===== src/rtl/mdio_mgmt_pkg.sv =====
package mdio_mgmt_pkg;

    typedef enum logic [1:0] {
        OP_ADDR  = 2'd0,
        OP_WRITE = 2'd1,
        OP_READ  = 2'd2
    } xfer_kind_e;

    typedef enum logic [2:0] {
        ST_IDLE     = 3'd0,
        ST_PREAMBLE = 3'd1,
        ST_HEADER   = 3'd2,
        ST_TURN     = 3'd3,
        ST_PAYLOAD  = 3'd4,
        ST_FINISH   = 3'd5
    } eng_state_e;

    localparam logic [1:0] REG_CFG  = 2'd0;
    localparam logic [1:0] REG_CTL  = 2'd1;
    localparam logic [1:0] REG_DATA = 2'd2;
    localparam logic [1:0] REG_ADDR = 2'd3;

    // 32-bit management frame, MSB goes out first
    function automatic logic [31:0] build_frame(
        input logic        c45,
        input xfer_kind_e  kind,
        input logic [4:0]  port,
        input logic [4:0]  dev,
        input logic [15:0] payload
    );
        logic [1:0] st;
        logic [1:0] op;
        st = c45 ? 2'b00 : 2'b01;
        case (kind)
            OP_ADDR:  op = 2'b00;
            OP_WRITE: op = 2'b01;
            OP_READ:  op = c45 ? 2'b11 : 2'b10;
            default:  op = 2'b00;
        endcase
        return {st, op, port, dev, 2'b10, payload};
    endfunction

endpackage


===== src/rtl/mdio_clk_gen.sv =====
module mdio_clk_gen #(
    parameter int DIV_W = 8
) (
    input  logic             clk,
    input  logic             rst_n,
    input  logic             run,
    input  logic [DIV_W-1:0] half,
    output logic             mdc,
    output logic             rise_stb,
    output logic             fall_stb
);

    logic [DIV_W-1:0] cnt;
    logic [DIV_W-1:0] limit;
    logic             tick;

    always_comb begin
        limit    = (half == '0) ? '0 : half - 1'b1;
        tick     = run && (cnt == limit);
        fall_stb = tick && mdc;
        rise_stb = tick && !mdc;
    end

    always_ff @(posedge clk) begin
        if (!rst_n || !run) begin
            cnt <= '0;
            mdc <= 1'b1;
        end else if (tick) begin
            cnt <= '0;
            mdc <= !mdc;
        end else begin
            cnt <= cnt + 1'b1;
        end
    end

endmodule


===== src/rtl/mdio_frame_engine.sv =====
module mdio_frame_engine
    import mdio_mgmt_pkg::*;
#(
    parameter int DIV_W    = 8,
    parameter int PRE_BITS = 32
) (
    input  logic             clk,
    input  logic             rst_n,
    input  logic             start,
    input  xfer_kind_e       kind,
    input  logic             pre_off,
    input  logic [31:0]      frame,
    input  logic [DIV_W-1:0] half,
    output logic             mdc,
    output logic             mdio_out,
    output logic             mdio_oe,
    input  logic             mdio_in,
    output logic             done,
    output logic [15:0]      rd_data,
    output logic             rd_fail
);

    localparam int CNT_W = (PRE_BITS > 32) ? $clog2(PRE_BITS) : 5;
    localparam logic [CNT_W-1:0] PRE_LAST = CNT_W'(PRE_BITS - 1);
    localparam logic [CNT_W-1:0] HDR_LAST = CNT_W'(13);
    localparam logic [CNT_W-1:0] TA_LAST  = CNT_W'(15);
    localparam logic [CNT_W-1:0] DAT_LAST = CNT_W'(31);

    eng_state_e       state, state_d;
    logic [CNT_W-1:0] bit_cnt, cnt_d;
    logic [31:0]      frm_q;
    logic             is_rd;
    logic [15:0]      shreg;
    logic             fail;
    logic             run;
    logic             rise, fall;
    logic [4:0]       fidx;

    assign run  = (state == ST_PREAMBLE) || (state == ST_HEADER) ||
                  (state == ST_TURN) || (state == ST_PAYLOAD);
    assign fidx = 5'd31 - bit_cnt[4:0];

    mdio_clk_gen #(.DIV_W(DIV_W)) u_clk (
        .clk      (clk),
        .rst_n    (rst_n),
        .run      (run),
        .half     (half),
        .mdc      (mdc),
        .rise_stb (rise),
        .fall_stb (fall)
    );

    // next-state logic: bit counter advances on MDC rising edges
    always_comb begin
        state_d = state;
        cnt_d   = bit_cnt;
        unique case (state)
            ST_IDLE: begin
                if (start) begin
                    state_d = pre_off ? ST_HEADER : ST_PREAMBLE;
                    cnt_d   = '0;
                end
            end
            ST_PREAMBLE: begin
                if (rise) begin
                    if (bit_cnt == PRE_LAST) begin
                        state_d = ST_HEADER;
                        cnt_d   = '0;
                    end else begin
                        cnt_d = bit_cnt + 1'b1;
                    end
                end
            end
            ST_HEADER: begin
                if (rise) begin
                    if (bit_cnt == HDR_LAST) state_d = ST_TURN;
                    cnt_d = bit_cnt + 1'b1;
                end
            end
            ST_TURN: begin
                if (rise) begin
                    if (bit_cnt == TA_LAST) state_d = ST_PAYLOAD;
                    cnt_d = bit_cnt + 1'b1;
                end
            end
            ST_PAYLOAD: begin
                if (rise) begin
                    if (bit_cnt == DAT_LAST) begin
                        state_d = ST_FINISH;
                        cnt_d   = '0;
                    end else begin
                        cnt_d = bit_cnt + 1'b1;
                    end
                end
            end
            ST_FINISH: state_d = ST_IDLE;
            default:   state_d = ST_IDLE;
        endcase
    end

    always_ff @(posedge clk) begin
        if (!rst_n) begin
            state   <= ST_IDLE;
            bit_cnt <= '0;
        end else begin
            state   <= state_d;
            bit_cnt <= cnt_d;
        end
    end

    // outputs: drive on MDC fall, sample on MDC rise
    always_ff @(posedge clk) begin
        if (!rst_n) begin
            mdio_out <= 1'b1;
            mdio_oe  <= 1'b0;
            frm_q    <= '0;
            is_rd    <= 1'b0;
            shreg    <= '0;
            fail     <= 1'b0;
        end else begin
            if (state == ST_IDLE && start) begin
                frm_q <= frame;
                is_rd <= (kind == OP_READ);
                fail  <= 1'b0;
            end
            if (fall) begin
                unique case (state)
                    ST_PREAMBLE: begin
                        mdio_out <= 1'b1;
                        mdio_oe  <= 1'b1;
                    end
                    ST_HEADER: begin
                        mdio_out <= frm_q[fidx];
                        mdio_oe  <= 1'b1;
                    end
                    ST_TURN, ST_PAYLOAD: begin
                        mdio_out <= frm_q[fidx];
                        mdio_oe  <= !is_rd;
                    end
                    default: ;
                endcase
            end
            if (rise && is_rd) begin
                if (state == ST_TURN && bit_cnt == TA_LAST) fail <= mdio_in;
                if (state == ST_PAYLOAD) shreg <= {shreg[14:0], mdio_in};
            end
            if (state == ST_FINISH) mdio_oe <= 1'b0;
        end
    end

    assign done    = (state == ST_FINISH);
    assign rd_data = fail ? 16'hFFFF : shreg;
    assign rd_fail = fail;

endmodule


===== src/rtl/mdio_mgmt_master.sv =====
module mdio_mgmt_master
    import mdio_mgmt_pkg::*;
#(
    parameter int DIV_W    = 8,
    parameter int PRE_BITS = 32
) (
    input  logic        clk,
    input  logic        rst_n,
    input  logic        reg_wr_en,
    input  logic [1:0]  reg_addr,
    input  logic [31:0] reg_wdata,
    output logic [31:0] reg_rdata,
    output logic        mdc,
    output logic        mdio_out,
    output logic        mdio_oe,
    input  logic        mdio_in
);

    logic             mode_c45;
    logic [DIV_W-1:0] div_q;
    logic             addr_busy, data_busy, rd_pend, rd_err;
    logic [4:0]       ctl_dev, ctl_port;
    logic             ctl_pre_off;
    logic [15:0]      data_q, addr_q;
    logic             busy_any;

    logic             start;
    xfer_kind_e       kind;
    logic [4:0]       f_port, f_dev;
    logic             f_pre_off;
    logic [15:0]      payload;
    logic [31:0]      frame;

    logic             eng_done;
    logic [15:0]      eng_rdata;
    logic             eng_fail;
    logic             unused_wbits;

    assign busy_any     = addr_busy || data_busy;
    assign unused_wbits = ^reg_wdata[31:16];

    // decode the write that launches a frame
    always_comb begin
        start     = 1'b0;
        kind      = OP_WRITE;
        f_port    = ctl_port;
        f_dev     = ctl_dev;
        f_pre_off = ctl_pre_off;
        payload   = reg_wdata[15:0];
        if (reg_wr_en && !busy_any) begin
            case (reg_addr)
                REG_CTL: begin
                    if (reg_wdata[15]) begin
                        start     = 1'b1;
                        kind      = OP_READ;
                        f_port    = reg_wdata[9:5];
                        f_dev     = reg_wdata[4:0];
                        f_pre_off = reg_wdata[10];
                        payload   = 16'hFFFF;
                    end
                end
                REG_DATA: start = 1'b1;
                REG_ADDR: begin
                    if (mode_c45) begin
                        start = 1'b1;
                        kind  = OP_ADDR;
                    end
                end
                default: ;
            endcase
        end
        frame = build_frame(mode_c45, kind, f_port, f_dev, payload);
    end

    always_ff @(posedge clk) begin
        if (!rst_n) begin
            mode_c45    <= 1'b0;
            div_q       <= '0;
            addr_busy   <= 1'b0;
            data_busy   <= 1'b0;
            rd_pend     <= 1'b0;
            rd_err      <= 1'b0;
            ctl_dev     <= '0;
            ctl_port    <= '0;
            ctl_pre_off <= 1'b0;
            data_q      <= '0;
            addr_q      <= '0;
        end else begin
            if (eng_done) begin
                addr_busy <= 1'b0;
                data_busy <= 1'b0;
                if (rd_pend) begin
                    data_q <= eng_rdata;
                    rd_err <= eng_fail;
                end
                rd_pend <= 1'b0;
            end
            if (reg_wr_en && !busy_any) begin
                case (reg_addr)
                    REG_CFG: begin
                        mode_c45 <= reg_wdata[6];
                        div_q    <= reg_wdata[8 +: DIV_W];
                    end
                    REG_CTL: begin
                        ctl_dev     <= reg_wdata[4:0];
                        ctl_port    <= reg_wdata[9:5];
                        ctl_pre_off <= reg_wdata[10];
                        if (reg_wdata[15]) begin
                            data_busy <= 1'b1;
                            rd_pend   <= 1'b1;
                            rd_err    <= 1'b0;
                        end
                    end
                    REG_DATA: begin
                        data_q    <= reg_wdata[15:0];
                        data_busy <= 1'b1;
                        rd_err    <= 1'b0;
                    end
                    default: begin
                        addr_q <= reg_wdata[15:0];
                        if (mode_c45) begin
                            addr_busy <= 1'b1;
                            rd_err    <= 1'b0;
                        end
                    end
                endcase
            end
        end
    end

    always_comb begin
        reg_rdata = '0;
        case (reg_addr)
            REG_CFG: begin
                reg_rdata[0]          = addr_busy;
                reg_rdata[1]          = rd_err;
                reg_rdata[6]          = mode_c45;
                reg_rdata[8 +: DIV_W] = div_q;
            end
            REG_CTL: begin
                reg_rdata[4:0] = ctl_dev;
                reg_rdata[9:5] = ctl_port;
                reg_rdata[10]  = ctl_pre_off;
            end
            REG_DATA: begin
                reg_rdata[15:0] = data_q;
                reg_rdata[31]   = data_busy;
            end
            default: reg_rdata[15:0] = addr_q;
        endcase
    end

    mdio_frame_engine #(.DIV_W(DIV_W), .PRE_BITS(PRE_BITS)) u_engine (
        .clk      (clk),
        .rst_n    (rst_n),
        .start    (start),
        .kind     (kind),
        .pre_off  (f_pre_off),
        .frame    (frame),
        .half     (div_q),
        .mdc      (mdc),
        .mdio_out (mdio_out),
        .mdio_oe  (mdio_oe),
        .mdio_in  (mdio_in),
        .done     (eng_done),
        .rd_data  (eng_rdata),
        .rd_fail  (eng_fail)
    );

endmodule


===== config.mk =====
export PLATFORM = sky130hd
export DESIGN_NAME = mdio_mgmt_master
export DESIGN_NICKNAME = d
export VERILOG_FILES = /design/src/rtl/mdio_mgmt_pkg.sv /design/src/rtl/mdio_clk_gen.sv /design/src/rtl/mdio_frame_engine.sv /design/src/rtl/mdio_mgmt_master.sv
export SDC_FILE = /design/constraint.sdc
export NUM_CORES = 1
export LEC_CHECK = 0
export ABC_AREA = 1
export ABC_CLOCK_PERIOD_IN_PS = 2100
export BUFFER_PORTS_ARGS = -buffer_cell sky130_fd_sc_hd__clkbuf_2
export CORE_UTILIZATION = 53
export DETAILED_ROUTE_END_ITERATION = 8
export PLACE_DENSITY = 0.77
export RECOVER_POWER = 25
export SYNTH_ARGS = -nofsm -noshare
export SYNTH_HDL_FRONTEND = slang
export SYNTH_SLANG_ARGS = --single-unit

===== constraint.sdc =====
create_clock -name clk -period 2.1 [get_ports clk]
set_input_delay 0.21 -clock clk [delete_from_list [all_inputs] [get_ports clk]]
set_output_delay 0.21 -clock clk [all_outputs]
set_load 0.05 [all_outputs]

# --- Yosys cells after proc, flatten, opt, wreduce, memory -nomap -nowiden ---
# Cells that the tools add are included.
classes:
  add_sub_neg: 4
  order_cmp: 1
  n_eq_ne: 25
  mux: 76
  bitwise: 2
  n_reduce_logical: 39
op_table:
  columns: ["op", "count"]
  rows:
  - ["$mux 16", 8]
  - ["$mux 5", 10]
  - ["$pmux 5 s3", 2]
  - ["$mux 1", 29]
  - ["$mux 3", 9]
  - ["$pmux 3 s5", 1]
  - ["$ne 2x1->1 const B", 7]
  - ["$pmux 1 s3", 4]
  - ["$pmux 4 s3", 1]
  - ["$reduce_and 2->1", 6]
  - ["$reduce_or 2->1", 6]
  - ["$eq 5x4->1 const B", 2]
  - ["$pmux 3 s3", 1]
  - ["$reduce_and 9->1", 1]
  - ["$add 8x1->8 const B", 1]
  - ["$eq 8x8->1", 1]
  - ["$logic_not 8->1", 1]
  - ["$mux 8", 1]
  - ["$ne 2x2->1 const B", 4]
  - ["$pmux 2 s2", 2]
  - ["$sub 8x1->8 const B", 1]
  - ["$logic_and 1x1->1", 7]
  - ["$eq 2x2->1 const B", 3]
  - ["$eq 3x2->1 const B", 2]
  - ["other kinds (20)", 37]
totals:
  regBits: 124
  word_cells: 168

# --- Logic depth before layout (Yosys ltp) ---
depth:
  ltp_word: 8
  depth_mapped: 17
  depth_no_buf: 17

# --- By module ---
# From an unflattened synthesis, not the netlist that was laid out.
unflattened:
  hier_cells: 1151
  hier_area_um2: 7273.2
by_module_without_submodules:
  columns: ["mod", "n_inst", "cells_each", "area_per_inst_um2", "seq_area_each_um2"]
  rows:
  - ["mdio_mgmt_master", 1, 586, 3474.6, 1121.1]
  - ["mdio_frame_engine", 1, 422, 2854.0, 1201.2]
  - ["mdio_clk_gen", 1, 143, 944.7, 180.2]

# --- Worst setup path after synthesis ---
# No wires, ideal clock.
synth_path:
  path_type: "input to output"
  startpoint: "in reg_addr[1]"
  endpoint: "out reg_rdata[5]"
  t_arrival_ns: 2.002
  required_ns: 1.890
  path_slack_ns: -0.112
  path_stages: 7
  cell_sequence: "inv_1 -> ha_1 -> clkbuf_1 -> inv_1 -> nor2_1 -> inv_1 -> o21ai_0"
synth_between:
  elab_chain_cells: 2
  elab_cells_between_ends: 4
synth_rtl:
  columns: ["item", "line", "source"]
  rows:
  - ["from (decl)", "mdio_mgmt_master.sv:10", "input logic [1:0] reg_addr,"]
  - ["$eq 2x2->1 (tied with other cells)", "mdio_mgmt_master.sv:133", "case (reg_addr)"]
  - ["$pmux 4 s3 (*)", "mdio_mgmt_master.sv:133", null]
  - ["to (decl)", "mdio_mgmt_master.sv:12", "output logic [31:0] reg_rdata,"]
# Every way passes the cells marked *; elsewhere a longest branch is shown, timed or not.

# --- Worst setup path in the final report ---
layout_path:
  startpoint: "reg div_q[0]"
  endpoint: "reg u_engine.shreg[2]"
layout_between:
  elab_chain_cells: 7
  elab_cells_between_ends: 8
layout_rtl:
  columns: ["item", "line", "source"]
  rows:
  - ["from (decl)", "mdio_mgmt_master.sv:20", "logic [DIV_W-1:0] div_q;"]
  - ["from (signal assigned)", "mdio_mgmt_master.sv:102", "div_q <= reg_wdata[8 +: DIV_W];"]
  - ["$sub 8x1->8 / $logic_not 8->1 (equally long branches)", "mdio_clk_gen.sv:18", "limit = (half == '0) ? '0 : half - 1'b1;"]
  - ["$mux 8 (*)", "mdio_clk_gen.sv:18", null]
  - ["$eq 8x8->1 (*)", "mdio_clk_gen.sv:19", "tick = run && (cnt == limit);"]
  - ["$logic_and 1x1->1 (*)", "mdio_clk_gen.sv:19", null]
  - ["$logic_and 1x1->1 (*)", "mdio_clk_gen.sv:21", "rise_stb = tick && !mdc;"]
  - ["$logic_and 1x1->1 (*)", "mdio_frame_engine.sv:143", "if (rise && is_rd) begin"]
  - ["$reduce_and 2->1 (no source line) (*)", null, null]
  - ["to (signal assigned)", "mdio_frame_engine.sv:145", "if (state == ST_PAYLOAD) shreg <= {shreg[14:0], mdio_in};"]
  - ["to (decl)", "mdio_frame_engine.sv:33", "logic [15:0] shreg;"]
# Marked as above.
# A chain may end at the register's enable or synchronous reset.

==> flow_metrics.tcl <==
set metrics [dict create \
    timing.slew.headroom_pct 59.4 \
    area_growth_pct 23.6 \
    placed_area_mm2 0.00685 \
    gp_congestion 0.872 \
    grt-ovfl-total 0 \
    routedWlPerCell_um 15.6 \
    coreArea_mm2 0.0115 \
    yosysWarnings 0 \
    drt_pass1_iterations 8 \
    period_share_pct 103 \
    cts.clk_slew.worst_paths_ns 0.06 \
    diodes 0 \
    ys_ff_latch 122 \
    finalHoldViolCount 0 \
    routed_via_density 5.66 \
    min_to "u_engine.frm_q[3]$_SDFFE_PN0P_" \
    fin_nets 1011 \
    status "finished with violations" \
    max_cap_violations 0 \
    ys.flop_type "dfxtp_1" \
    numClockSinks 122 \
    crit_path_max_fanout 16 \
    synth_area_leader_cell "dfxtp_1" \
    tns_ns -0.546 \
    power_frac_clock_pct 44.0 \
    grt_max_degree 86 \
    rsz0062_at_grt "true" \
    grt_use_total_pct 27.2 \
    die_area_mm2 0.0123 \
    worst_pin_slew_ns 0.611 \
    cts-root-buf "clkbuf_16" \
    p_seq_share_pct 35.0 \
    drtIter0Drc 630 \
    drive_gt1_share_pct 16.9 \
    start_kind "flip-flop" \
    cp.required_ns 2.42 \
    max_freq_mhz 462 \
    synth_area_leaders "dfxtp_1, nand2_1, o21ai_0" \
    worstSetupPathType "reg2reg" \
    syn_inst 902 \
    power.combinational.fraction_pct 21.0 \
    initial_core_util_pct 54.6 \
    period_minus_slack_ns 2.16 \
    ff2ff_setup_slack_ns -0.06 \
    worstHoldStart "reg_wdata[3]" \
    synth.avg_cell_area_um2 6.95 \
    seq_area_frac_synth_pct 39.0 \
    worstPathArrival_ns 2.48 \
    hold-worst-slack_ns 0.127 \
    first_global_vias 5736 \
    post-route-drc-count 0 \
    p_total_mw 7.39 \
    die_x_um 111 \
    netlist.area_leader.share_pct 39.0 \
    internal_power_mw 5.15 \
    post-dp-hpwl_um 11000 \
    yosysUniqueCellTypes 44 \
    clock_latency_ns 0.42 \
    io_buffers 41 \
    power_leakage_nw 3.35 \
    report.final.slew_viol_count 0 \
    hold_path.class "in2reg" \
    ios 73 \
    violations "setup timing" \
    power.density_mw_per_mm2 954 \
    rr_endpoint "u_engine.shreg[2]$_SDFFE_PN0P_" \
    instances_no_fill 1115 \
    stdcell_area_mm2 0.00775 \
    clk_path_buf_depth 2 \
    power_switching_mw 2.24 \
    setup_ws_ns -0.0634 \
    hold_depth 3 \
    die_h_um 111 \
    cts_max_level 4 \
    setup_viol 15 \
    synth_edf_count 0 \
    swShare_pct 30.3 \
    rr_worst_depth 15 \
    antenna_found_initial 0 \
    cts_tree "yes" \
    cts_buffers 17 \
    ant_nets 0 \
    vias 6308 \
    async_flop_share_pct 0 \
    finalClockSkew_ns 0.00816 \
    grt_pass1_wl_um 27000 \
    cp-end-kind "flip-flop" \
    synth.cell_area_mm2 0.00627 \
    vdd_ir_drop_max_v 0.000637 \
    dp.cells 1075 \
    finalWirelength_um 17300 \
    fp-row-count 39 \
    timing.rr.start "div_q[0]$_SDFFE_PN0P_" \
]
## cell usage in the layout, fill, tap and decap left out, types with 3 or more instances in the layout
| cell type | instances |
|---|---|
| a211oi_1 | 12 |
| a21oi_1 | 92 |
| a221oi_1 | 4 |
| a32oi_1 | 3 |
| buf_12 | 12 |
| buf_4 | 34 |
| bufinv_16 | 5 |
| clkbuf_1 | 5 |
| clkbuf_16 | 19 |
| clkbuf_2 | 32 |
| clkinvlp_4 | 3 |
| conb_1 | 15 |
| dfxtp_1 | 116 |
| dfxtp_2 | 5 |
| ha_1 | 12 |
| inv_1 | 114 |
| inv_6 | 3 |
| nand2_1 | 136 |
| nand2_2 | 5 |
| nand2_4 | 4 |
| nand3_1 | 39 |
| nand3_2 | 5 |
| nand4_1 | 12 |
| nor2_1 | 79 |
| nor2_2 | 9 |
| nor2_4 | 4 |
| nor3_1 | 22 |
| o2111ai_1 | 3 |
| o211ai_1 | 6 |
| o21ai_0 | 99 |
| o21ai_2 | 4 |
| o221ai_1 | 5 |
| o22ai_1 | 19 |
| xor2_1 | 4 |
## final cells by class
cell class | instances | area (µm²)
well taps | 143 | 179
flip-flops and latches | 122 | 2450
repair buffers | 86 | 736
clock buffers | 18 | 439
multi-input cells | 612 | 3260
inverters | 120 | 460
fillers | 966 | 3720
clock inverters | 14 | 218
## timing repair
action                                  4_1_cts  5_1_grt
endpoints found under the hold margin         0        0
resized for setup                             4       52
endpoints found under the setup margin       10       36
buffers inserted                              0        5
hold buffers                                  0        0
pin swaps                                     0        6
gates cloned                                  0        3
## worst max path at each step
stage,slack (ns),start,to,depth (start not counted)
floorplan,-0.11,reg_addr[1],reg_rdata[5],7
global route,-0.18,div_q[0]$_SDFFE_PN0P_,u_engine.shreg[2]$_SDFFE_PN0P_,16
CTS,0.02,div_q[1]$_SDFFE_PN0P_,u_engine.shreg[13]$_SDFFE_PN0P_,15
detailed placement,-0.10,div_q[3]$_SDFFE_PN0P_,u_engine.bit_cnt[1]$_SDFFE_PN0P_,13
finish,-0.06,div_q[0]$_SDFFE_PN0P_,u_engine.shreg[2]$_SDFFE_PN0P_,15
global placement,-0.03,div_q[0]$_SDFFE_PN0P_,u_engine.bit_cnt[0]$_SDFFE_PN0P_,15
## Yosys cell counts, types with 2 or more instances
library cell / instances
nand2_1: 142
dfxtp_1: 122
inv_1: 116
o21ai_0: 103
a21oi_1: 93
nor2_1: 87
nand3_1: 42
clkbuf_1: 39
nor3_1: 22
o22ai_1: 19
buf_4: 16
ha_1: 14
a211oi_1: 12
nand4_1: 12
o211ai_1: 6
o221ai_1: 5
xor2_1: 5
a221oi_1: 4
buf_6: 4
a32oi_1: 3
nor2_2: 3
o2111ai_1: 3
a22oi_1: 2
buf_1: 2
buf_2: 2
clkinv_1: 2
inv_2: 2
nand2_2: 2
nand3_2: 2
nor2_4: 2
## metrics by stage
step,util (%),worst slack (ns)
CTS,65.6,0.0184
detailed placement,59.7,-0.103
global placement,59.7,-0.0307
finish,67.6,-0.0634
global route,67.6,-0.181
floorplan,-,-0.112
## registers in the layout (all words and copies together), names as in the netlist
register and flops:
u_engine.state 3, data_q 16, mode_c45 1, rd_pend 1, u_engine.mdio_oe 1, ctl_port 5
div_q 8, u_engine.bit_cnt 5, u_engine.shreg 16, rd_err 1, addr_busy 1, u_engine.u_clk.mdc 1
u_engine.u_clk.cnt 8, u_engine.frm_q 30, addr_q 16, ctl_pre_off 1, data_busy 1, u_engine.mdio_out 1
u_engine.rd_fail 1, ctl_dev 5
## metal layers
metal	vias up	share of wire, %	GRT usage (%)	wire, µm
li1	3092	-	-	-
met1	2915	43	33.9	7520
met2	251	48	46.0	8270
met3	50	5.7	5.47	986
met4	0	3.2	10.9	555
met5	-	0	0	0
## cell families (layout without fill, tap and decap cells)
group / count (synthesis) / count (layout) / share of synthesized area (%)
fa+ha+maj: 14 / 14 / 2.80
mux: 1 / 1 / 0.160
buf+inv: 183 / 238 / 12.4
flops: 122 / 122 / 39.0
simple gates: 318 / 319 / 21.8
other cells: 1 / 15 / 0.0598
compound gates: 257 / 257 / 22.9
xor+xnor: 6 / 6 / 0.839
## worst max-delay path: stages, from the launching register on
cell and delay (ns):
dfxtp_2 0.35, inv_4 0.06, ha_4 0.16, nand2_2 0.10, inv_4 0.07, nand2_8 0.08
nand3_1 0.08, nand2_1 0.08, nand2_1 0.08, nor2_1 0.14, nand2_1 0.12, nor2_4 0.14
nand4_4 0.18, clkbuf_16 0.24, nor2_1 0.11, nor2_1 0.06
## power by group through the flow
stage,clock (mW),sequential [mW],combinational (mW)
final,3.25,2.58,1.55
after global routing,3.39,2.60,1.70
after CTS,3.27,2.57,1.39
after detailed placement,0,2.62,1.35
after global placement,0,2.62,1.34
after floorplan,0,2.59,1.02
(Power assumes the default switching activity.)
